## config.mk

```make
export PLATFORM = sky130hd
export DESIGN_NAME = fbf_top
export DESIGN_NICKNAME = d
export VERILOG_FILES = /design/src/rtl/fbf_pkg.sv /design/src/rtl/fbf_slot_dec.sv /design/src/rtl/fbf_wr_arb.sv /design/src/rtl/fbf_shifter.sv /design/src/rtl/fbf_mix.sv /design/src/rtl/fbf_top.sv
export SDC_FILE = /design/constraint.sdc
export NUM_CORES = 1
export LEC_CHECK = 0
export BUFFER_PORTS_ARGS = -buffer_cell sky130_fd_sc_hd__buf_2
export CAP_MARGIN = 20
export CORE_MARGIN = 2
export CORE_UTILIZATION = 43
export DETAILED_ROUTE_END_ITERATION = 10
export GPL_TIMING_DRIVEN = 0
export PLACE_DENSITY = 0.95
export SYNTH_ARGS = -nofsm -noshare
export SYNTH_HDL_FRONTEND = slang
export SYNTH_SLANG_ARGS = --single-unit
```

## constraint.sdc

```tcl
create_clock -name clk -period 4.5 [get_ports clk]
set_input_delay 0 -clock clk [delete_from_list [all_inputs] [get_ports clk]]
set_output_delay 0 -clock clk [all_outputs]
set_load 0.005 [all_outputs]
```

## src/rtl/fbf_pkg.sv

```systemverilog
package fbf_pkg;

    typedef enum logic [1:0] {
        VC_SYNC  = 2'b00,
        VC_BLACK = 2'b01,
        VC_WHITE = 2'b11
    } vcode_t;

    typedef enum logic [1:0] {
        W_IDLE,
        W_STB,
        W_HOLD,
        W_DONE
    } wr_state_t;

endpackage

```

## src/rtl/fbf_slot_dec.sv

```systemverilog
// Splits each pixel-byte slot into a read half and a host-write window.
module fbf_slot_dec #(
    parameter int PIX_W = 8,
    localparam int PH_W = $clog2(PIX_W)
) (
    input  logic [PH_W-1:0] phase,
    output logic            rd_phase,
    output logic            latch_en,
    output logic            setup_ph,
    output logic            load_en
);
    localparam int HALF     = PIX_W / 2;
    localparam int PH_LATCH = HALF - 1;
    localparam int PH_SETUP = HALF;
    localparam int PH_LOAD  = PIX_W - 1;

    always_comb begin
        rd_phase = (int'(phase) < HALF);
        latch_en = (int'(phase) == PH_LATCH);
        setup_ph = (int'(phase) == PH_SETUP);
        load_en  = (int'(phase) == PH_LOAD);
    end
endmodule

```

## src/rtl/fbf_wr_arb.sv

```systemverilog
// Grants one host write per request inside the free part of a slot.
module fbf_wr_arb
    import fbf_pkg::*;
(
    input  logic clk,
    input  logic rst_n,
    input  logic cpu_req,
    input  logic setup_ph,
    output logic wr_drive,
    output logic wr_strobe,
    output logic cpu_wait
);
    typedef struct packed {
        wr_state_t st;
    } arb_t;

    arb_t arb_d, arb_q;
    logic grant_now;

    always_comb begin
        arb_d     = arb_q;
        grant_now = (arb_q.st == W_IDLE) && cpu_req && setup_ph;
        case (arb_q.st)
            W_IDLE:  if (grant_now) arb_d.st = W_STB;
            W_STB:   arb_d.st = W_HOLD;
            W_HOLD:  arb_d.st = W_DONE;
            W_DONE:  if (!cpu_req) arb_d.st = W_IDLE;
            default: arb_d.st = W_IDLE;
        endcase
        wr_drive  = grant_now || (arb_q.st == W_STB) || (arb_q.st == W_HOLD);
        wr_strobe = (arb_q.st == W_STB);
        cpu_wait  = cpu_req && (arb_q.st != W_DONE);
    end

    always_ff @(posedge clk or negedge rst_n) begin
        if (!rst_n) arb_q <= '{st: W_IDLE};
        else        arb_q <= arb_d;
    end

    // wait is only released two clocks after a strobe
    assert_wait_release_R6: assert property (@(posedge clk) disable iff (!rst_n)
        ($fell(cpu_wait) && cpu_req) |-> $past(wr_strobe, 2));

    // a released but still-held request never strobes again
    assert_single_write_R7: assert property (@(posedge clk) disable iff (!rst_n)
        (cpu_req && !cpu_wait) |-> !wr_strobe);
endmodule

```

## src/rtl/fbf_shifter.sv

```systemverilog
// Holds the fetched byte, then shifts it out MSB first.
module fbf_shifter #(
    parameter int PIX_W = 8
) (
    input  logic             clk,
    input  logic             rst_n,
    input  logic             latch_en,
    input  logic             load_en,
    input  logic [PIX_W-1:0] rdata,
    output logic             pix
);
    typedef struct packed {
        logic [PIX_W-1:0] rd_buf;
        logic [PIX_W-1:0] shreg;
    } sh_t;

    sh_t sh_d, sh_q;

    always_comb begin
        sh_d = sh_q;
        if (latch_en) sh_d.rd_buf = rdata;
        if (load_en)  sh_d.shreg  = sh_q.rd_buf;
        else          sh_d.shreg  = {sh_q.shreg[PIX_W-2:0], 1'b0};
        pix = sh_q.shreg[PIX_W-1];
    end

    always_ff @(posedge clk or negedge rst_n) begin
        if (!rst_n) sh_q <= '0;
        else        sh_q <= sh_d;
    end

    // a loaded byte reaches the output on the next clock
    assert_load_msb_R3: assert property (@(posedge clk) disable iff (!rst_n)
        load_en |=> (pix == $past(sh_q.rd_buf[PIX_W-1])));
endmodule

```

## src/rtl/fbf_mix.sv

```systemverilog
// Forms the two-bit composite level code.
module fbf_mix
    import fbf_pkg::*;
(
    input  logic       pix,
    input  logic       sync_on,
    input  logic       blank_on,
    output logic [1:0] code
);
    vcode_t lvl;

    always_comb begin
        if (sync_on)                lvl = VC_SYNC;
        else if (blank_on || !pix)  lvl = VC_BLACK;
        else                        lvl = VC_WHITE;
        code = lvl;
    end
endmodule

```

## src/rtl/fbf_top.sv

```systemverilog
module fbf_top #(
    parameter int LINE_W = 8,
    parameter int BYTE_W = 7,
    parameter int PIX_W  = 8,
    localparam int PH_W  = $clog2(PIX_W),
    localparam int H_W   = BYTE_W + PH_W,
    localparam int A_W   = LINE_W + BYTE_W
) (
    input  logic              clk,
    input  logic              rst_n,
    input  logic [H_W-1:0]    h_count,
    input  logic [LINE_W-1:0] line_idx,
    input  logic              sync_on,
    input  logic              blank_on,
    input  logic              cpu_req,
    input  logic [A_W-1:0]    cpu_addr,
    input  logic [PIX_W-1:0]  cpu_wdata,
    output logic              cpu_wait,
    output logic [A_W-1:0]    sram_addr,
    input  logic [PIX_W-1:0]  sram_rdata,
    output logic [PIX_W-1:0]  sram_wdata,
    output logic              sram_wdrv,
    output logic              sram_oe_n,
    output logic              sram_we_n,
    output logic [1:0]        vid_code
);
    localparam int PH_STB = PIX_W / 2 + 1;

    logic [PH_W-1:0] phase;
    logic rd_phase, latch_en, setup_ph, load_en;
    logic wr_drive, wr_strobe, pix;

    assign phase = h_count[PH_W-1:0];

    fbf_slot_dec #(.PIX_W(PIX_W)) u_dec (
        .phase    (phase),
        .rd_phase (rd_phase),
        .latch_en (latch_en),
        .setup_ph (setup_ph),
        .load_en  (load_en)
    );

    fbf_wr_arb u_arb (
        .clk       (clk),
        .rst_n     (rst_n),
        .cpu_req   (cpu_req),
        .setup_ph  (setup_ph),
        .wr_drive  (wr_drive),
        .wr_strobe (wr_strobe),
        .cpu_wait  (cpu_wait)
    );

    fbf_shifter #(.PIX_W(PIX_W)) u_shift (
        .clk      (clk),
        .rst_n    (rst_n),
        .latch_en (latch_en),
        .load_en  (load_en),
        .rdata    (sram_rdata),
        .pix      (pix)
    );

    fbf_mix u_mix (
        .pix      (pix),
        .sync_on  (sync_on),
        .blank_on (blank_on),
        .code     (vid_code)
    );

    always_comb begin
        if (wr_drive) sram_addr = cpu_addr;
        else          sram_addr = {line_idx, h_count[H_W-1:PH_W]};
        sram_wdata = cpu_wdata;
        sram_wdrv  = wr_drive;
        sram_oe_n  = !rd_phase;
        sram_we_n  = !wr_strobe;
    end

    // read and write enables are never active together
    assert_no_bus_clash_R5: assert property (@(posedge clk) disable iff (!rst_n)
        !(!sram_oe_n && !sram_we_n));

    // the strobe only falls in the strobe phase
    assert_strobe_phase_R5: assert property (@(posedge clk) disable iff (!rst_n)
        !sram_we_n |-> (int'(phase) == PH_STB));

    // the strobe lasts one clock
    assert_strobe_width_R4: assert property (@(posedge clk) disable iff (!rst_n)
        !sram_we_n |=> sram_we_n);
endmodule

```

==> results of run 1 <==
path summary, 6_finish.rpt:
kind                                  from               end  slack, ns  cells past startpoint
setup reg to reg            u_arb.arb_q[0]    u_arb.arb_q[1]       2.94                      5
setup / recovery            u_arb.arb_q[0]      sram_addr[7]       2.41                      6
min in group asynchronous            rst_n  u_shift.sh_q[13]       0.15                      2
hold reg to reg            u_shift.sh_q[0]   u_shift.sh_q[1]       0.49                      1
hold / removal                     cpu_req    u_arb.arb_q[0]       0.07                      3
max in group asynchronous            rst_n   u_shift.sh_q[0]       4.08                      2
worst min-delay path, cell delays in order:
cell	delay, ns
buf_2	0.10
a2bb2oi_1	0.10
mux2i_1	0.12
sequential cells by signal, summed over array words and instances (netlist names):
register / cells
u_shift.pix: 1
u_shift.sh_q: 15
u_arb.arb_q: 2
cell usage in the layout, fill, tap and decap left out:
master and count:
mux2i_1 1, clkbuf_4 3, buf_4 9, a211oi_4 1
mux2_2 22, buf_6 1, dfrtp_1 18, ha_1 5
inv_1 7, dlygate4sd3_1 9, nor4bb_4 1, nand3b_1 1
mux2_4 9, clkbuf_8 1, nand3_1 1, nor2_1 2
a2bb2oi_1 1, nor3b_1 1, buf_2 74, nor2b_1 1
per-layer routing:
metal | vias to the layer above | GRT usage (%)
met2 | 50 | 31.3
li1 | 444 | -
met4 | 0 | 4.17
met5 | - | 0
met3 | 0 | 2.73
met1 | 428 | 14.9
layout make-up:
cell class | count | area [um2]
Fill cell | 181 | 822
Clock buffer | 4 | 36.3
Buffer | 10 | 78.8
Multi-Input combinational cell | 46 | 543
Inverter | 7 | 26.3
Timing Repair Buffer | 83 | 460
Tap cell | 30 | 37.5
Sequential cell | 18 | 450
cells by family (layout without fill, tap and decap cells):
| group | Yosys count | count (layout) | share of synthesized area (%) |
|---|---|---|---|
| muxes | 32 | 32 | 35.8 |
| DFF | 18 | 18 | 41.0 |
| buffers and inverters | 17 | 104 | 9.57 |
| and+or+nand+nor | 7 | 7 | 5.35 |
| adders and majority gates | 5 | 5 | 5.69 |
| AOI/OAI and AO/OA | 2 | 2 | 2.62 |
power groups by stage:
stage          Combinational (W)   Clock, W  Sequential (W)
2_1_floorplan           0.000291          0        0.000211
3_3_place_gp            0.000402          0        0.000214
3_5_place_dp            0.000419          0        0.000217
4_1_cts                 0.000425  0.0000983        0.000214
5_1_grt                 0.000458   0.000108        0.000218
6_report                0.000421  0.0000980        0.000213
cell usage after synthesis:
library cell / count / area (um2)
a211oi_4: 1 / 20.0
a2bb2oi_1: 1 / 8.76
buf_4: 9 / 67.6
buf_6: 1 / 11.3
dfrtp_1: 18 / 450
ha_1: 5 / 62.6
inv_1: 7 / 26.3
mux2_2: 22 / 248
mux2_4: 9 / 135
mux2i_1: 1 / 10.0
nand3_1: 1 / 5.00
nand3b_1: 1 / 7.51
nor2_1: 2 / 7.51
nor2b_1: 1 / 6.26
nor3b_1: 1 / 7.51
nor4bb_4: 1 / 25.0
metrics by stage:
step	hold WS, ns	worst slack [ns]	util, %	cell area, um2
after detailed placement	-0.0589	2.70	61.4	1510
after global placement	-0.0722	2.78	61.4	1510
after floorplan	-0.296	2.96	-	1100
after CTS	0.0627	2.39	66.5	1630
after global routing	0.0645	2.24	66.5	1630
final	0.0661	2.41	66.5	1630
timing repair:
action	in CTS	in global routing
hold endpoints to repair	26	0
setup buffers	0	0
hold buffers	9	0
==> impl_metrics.ini, run 1 <==
[power]
p_sw_w = 0.000236
p_per_area_mw_per_mm2 = 448
max-vdd-ir-drop_v = 0.000313
finalPower_w = 0.000732
pwr-share-clk_pct = 13.4
p_sw_share_pct = 32.2
p_seq_share_pct = 29.1
total_leakage_power_nw = 0.905
combPwrFrac_pct = 57.5
p_int_w = 0.000496

[clock_network]
cts_root_buf = clkbuf_4
cts.clk_slew.worst_paths_ns = 0.10
cts_max_level = 1
cts_tree = done
cts_buffer_depth = 2
cts_num_sinks = 18
cts_resized = 0
clkLatencyLatePin_ns = 0.29
numCtsBuffers = 3

[sta]
slew_viol_final = 0
worstMarginPinSlew_ns = 0.413
tns_ns = 0
final_hold_viol_count = 0
period_share_pct = 46.5
fin_worst_skew_ns = 0.00189
final-setup-viol-count = 0
relSlewSlack_pct = 72.4
rsz0062_at_grt = false
period_needed_ns = 2.09
max_clock_freq_mhz = 478

[detailed_routing]
totalWireLength_um = 2500
top_layer = met3
drtIter0Drc = 6
avgRoutedWirePerCell_um = 12.6
wl_met1_um = 864
vias = 922
first_pass_iters = 4
route.detailed.drc = 0
met3_wirelength_um = 258
drtAntennaViolNets = 0
wl_met2_um = 1370
drt-vias-per-instance = 4.66

[synth]
yosysUniqueCellTypes = 16
syn_avg_cell_area_um2 = 13.6
ys_seq_elements = 18
ys_seq_area_share_pct = 41.0
synthesis.instances = 81
syn_area_mm2 = 0.00110
yosysWarnings = 0
syn-num-nets = 140

[global_routing]
grt_pass1_wl_um = 3240
grt_use_total_pct = 15.1
grt_pass1_vias = 846
antenna_found_initial = 0
grt_start_max_net_pins = 19
overflow = 0

[worst_setup_path]
path_class = reg2out
max_stage_delay_ns = 0.40
cp_max_fo = 10
start_kind = register
cp_data_arrival_time_ns = 2.09
cpMaxStageDelayCell = dfrtp_1
cp_top_family = buffers and inverters
crit_chain = inv_1, ha_1, a211oi_4, buf_6, mux2_4, buf_2
endpoint_kind = output pin
cp.required_ns = 4.50
crit_buf_inv = 3

[cells_and_area]
layout.cells.non_filler = 198
final_nets = 228
antenna_cells = 0
layout-drive-gt1-share_pct = 72.0
area_growth_pct = 48.6

[run_status]
status = finished clean

[placed_design]
dp_cells = 185
place_congestion = 0.644
port_buffers = 74
dp_hpwl_um = 2020

[job]
drv_cap = 0

[die]
die-area_mm2 = 0.00298
initial_utilization_pct = 44.8
fp.dieW_um = 54.5
core-area_mm2 = 0.00245
ios = 83
rows = 18
die-height_um = 54.5

[hold_path]
worst_hold_path_type = in2reg
(Power assumes the default switching activity.)
==> inputs of run 2 (changes only) <==
Settings changed: CORE_UTILIZATION 43 to 39, PLACE_DENSITY 0.95 to 0.9.
Clock period 4.5 ns to 2 ns, I/O delays scaled along.
==> impl_metrics.ini, run 2 (synthesis gave the netlist of run 1 again) <==
[worst_setup_path]
cp_max_fo = 5
r2r_cells = 4
cpMaxStageDelayCell = dfrtp_1
max_stage_delay_ns = 0.43
cp_top_family = flip-flops
path_class = reg2out
endpoint_kind = output pin
rr_endpoint = u_arb.arb_q[1]
rrSetupSlack_ns = 0.49
cp.required_ns = 2.00
cp_data_arrival_time_ns = 1.92
crit_buf_inv = 3
start_kind = register
reg2reg_from = u_arb.arb_q[1]
crit_chain = inv_2, ha_2, a211oi_4, buf_6, mux2_4, buf_2

[hold_path]
worst_hold_path_type = in2reg
hold_end = u_arb.arb_q[0]
hold_depth = 3
worstHoldStart = cpu_req

[sta]
max_clock_freq_mhz = 521
final-setup-viol-count = 0
period_share_pct = 95.9
rsz0062_at_grt = false
relSlewSlack_pct = 70.1
final_hold_viol_count = 0
fin_worst_skew_ns = 0.00350
worstMarginPinSlew_ns = 0.447
tns_ns = 0
slew_viol_final = 0
period_needed_ns = 1.92

[die]
initial_utilization_pct = 40.5
fp.dieW_um = 57.1
die-height_um = 57.1
core-area_mm2 = 0.00271
ios = 83
rows = 19
die-area_mm2 = 0.00326

[detailed_routing]
totalWireLength_um = 2790
avgRoutedWirePerCell_um = 13.9
met3_wirelength_um = 251
top_layer = met4
drtIter0Drc = 26
vias = 934
wl_met1_um = 1020
drt-vias-per-instance = 4.65
first_pass_iters = 4
wl_met2_um = 1510
drtAntennaViolNets = 0
route.detailed.drc = 0

[power]
p_per_area_mw_per_mm2 = 1040
total_leakage_power_nw = 0.908
combPwrFrac_pct = 62.1
p_int_w = 0.00116
max-vdd-ir-drop_v = 0.000747
p_seq_share_pct = 28.1
pwr-share-clk_pct = 9.8
p_sw_share_pct = 33.0
finalPower_w = 0.00173
p_sw_w = 0.000571

[cells_and_area]
area_growth_pct = 50.9
top_register = u_shift.sh_q
largest_reg_flops = 15
final_core_util_pct = 61.2
layout_common_cells = buf_2 (74), mux2_2 (22), dfrtp_1 (18)
layout-drive-gt1-share_pct = 75.3
layout_commonest_cell = buf_2
final_nets = 231
antenna_cells = 0
nFillCells = 213

[placed_design]
port_buffers = 74
place_congestion = 0.733
dp_hpwl_um = 2130

[job]
drv_cap = 0

[clock_network]
cts.clk_slew.worst_paths_ns = 0.09
clkLatencyLatePin_ns = 0.28
cts_buffer_depth = 2
cts_max_level = 1
cts_tree = done
numCtsBuffers = 3
cts_root_buf = clkbuf_4
cts_num_sinks = 18

[global_routing]
grt_use_total_pct = 16.2
overflow = 0
grt_pass1_wl_um = 4090
grt_start_max_net_pins = 19
antenna_found_initial = 0
grt_pass1_vias = 948

[run_status]
status = finished clean
## run 2: final cells by class
type | count | area (um2) | share of cell area (%)
multi-input cells | 46 | 551 | 33.2
repair buffers | 86 | 490 | 29.6
flip-flops and latches | 18 | 450 | 27.2
plain buffers | 10 | 78.8 | 4.75
well taps | 31 | 38.8 | 2.34
inverters | 7 | 26.3 | 1.58
clock buffers | 3 | 22.5 | 1.36
## run 2: worst max-delay path by stage
stage                        start             to  cells after the start
finish              u_arb.arb_q[1]   sram_addr[9]                      6
floorplan           u_arb.arb_q[0]  sram_addr[10]                      5
CTS                 u_arb.arb_q[0]   sram_addr[9]                      6
global route        u_arb.arb_q[1]   sram_addr[4]                      6
detailed placement  u_arb.arb_q[0]   sram_addr[9]                      6
global placement    u_arb.arb_q[1]   sram_addr[6]                      6
## run 2: timing repair
item                       in CTS  in global routing
setup buffers                   1                  1
hold endpoints to repair       26                  0
pin swaps                       1                  1
gates cloned                    0                  1
setup endpoints to repair       9                 15
hold buffers                    9                  0
gates resized for setup         0                  9
## run 2: per-layer routing
metal / up-vias / global-route usage, %
met4: 0 / 5.98
met3: 2 / 3.17
met1: 434 / 17.7
li1: 446 / -
met5: - / 0
met2: 52 / 30.7
## run 2: metrics by stage
step | cells | worst slack, ns | instance area [um2] | hold slack [ns]
2_1_floorplan | 81 | 0.462 | 1100 | -0.296
4_1_cts | 199 | 0.0367 | 1630 | 0.0702
3_5_place_dp | 186 | 0.215 | 1510 | -0.0534
3_3_place_gp | 186 | 0.267 | 1510 | -0.0719
6_report | 201 | 0.0813 | 1660 | 0.0768
5_1_grt | 201 | 0.00750 | 1660 | 0.0880
## run 2: tightest hold or removal path: cells and delay by family
family / cells / cell delay (ns)
buffers and inverters: 1 / 0.11
muxes: 1 / 0.12
AOI/OAI and AO/OA: 1 / 0.09
## run 2: power groups by stage
stage          clock network, W  registers, W  logic, W
2_1_floorplan                 0      0.000475  0.000655
3_3_place_gp                  0      0.000481  0.000913
3_5_place_dp                  0      0.000487  0.000948
4_1_cts                0.000183      0.000481  0.000987
5_1_grt                0.000190      0.000495   0.00114
6_report               0.000170      0.000486   0.00107
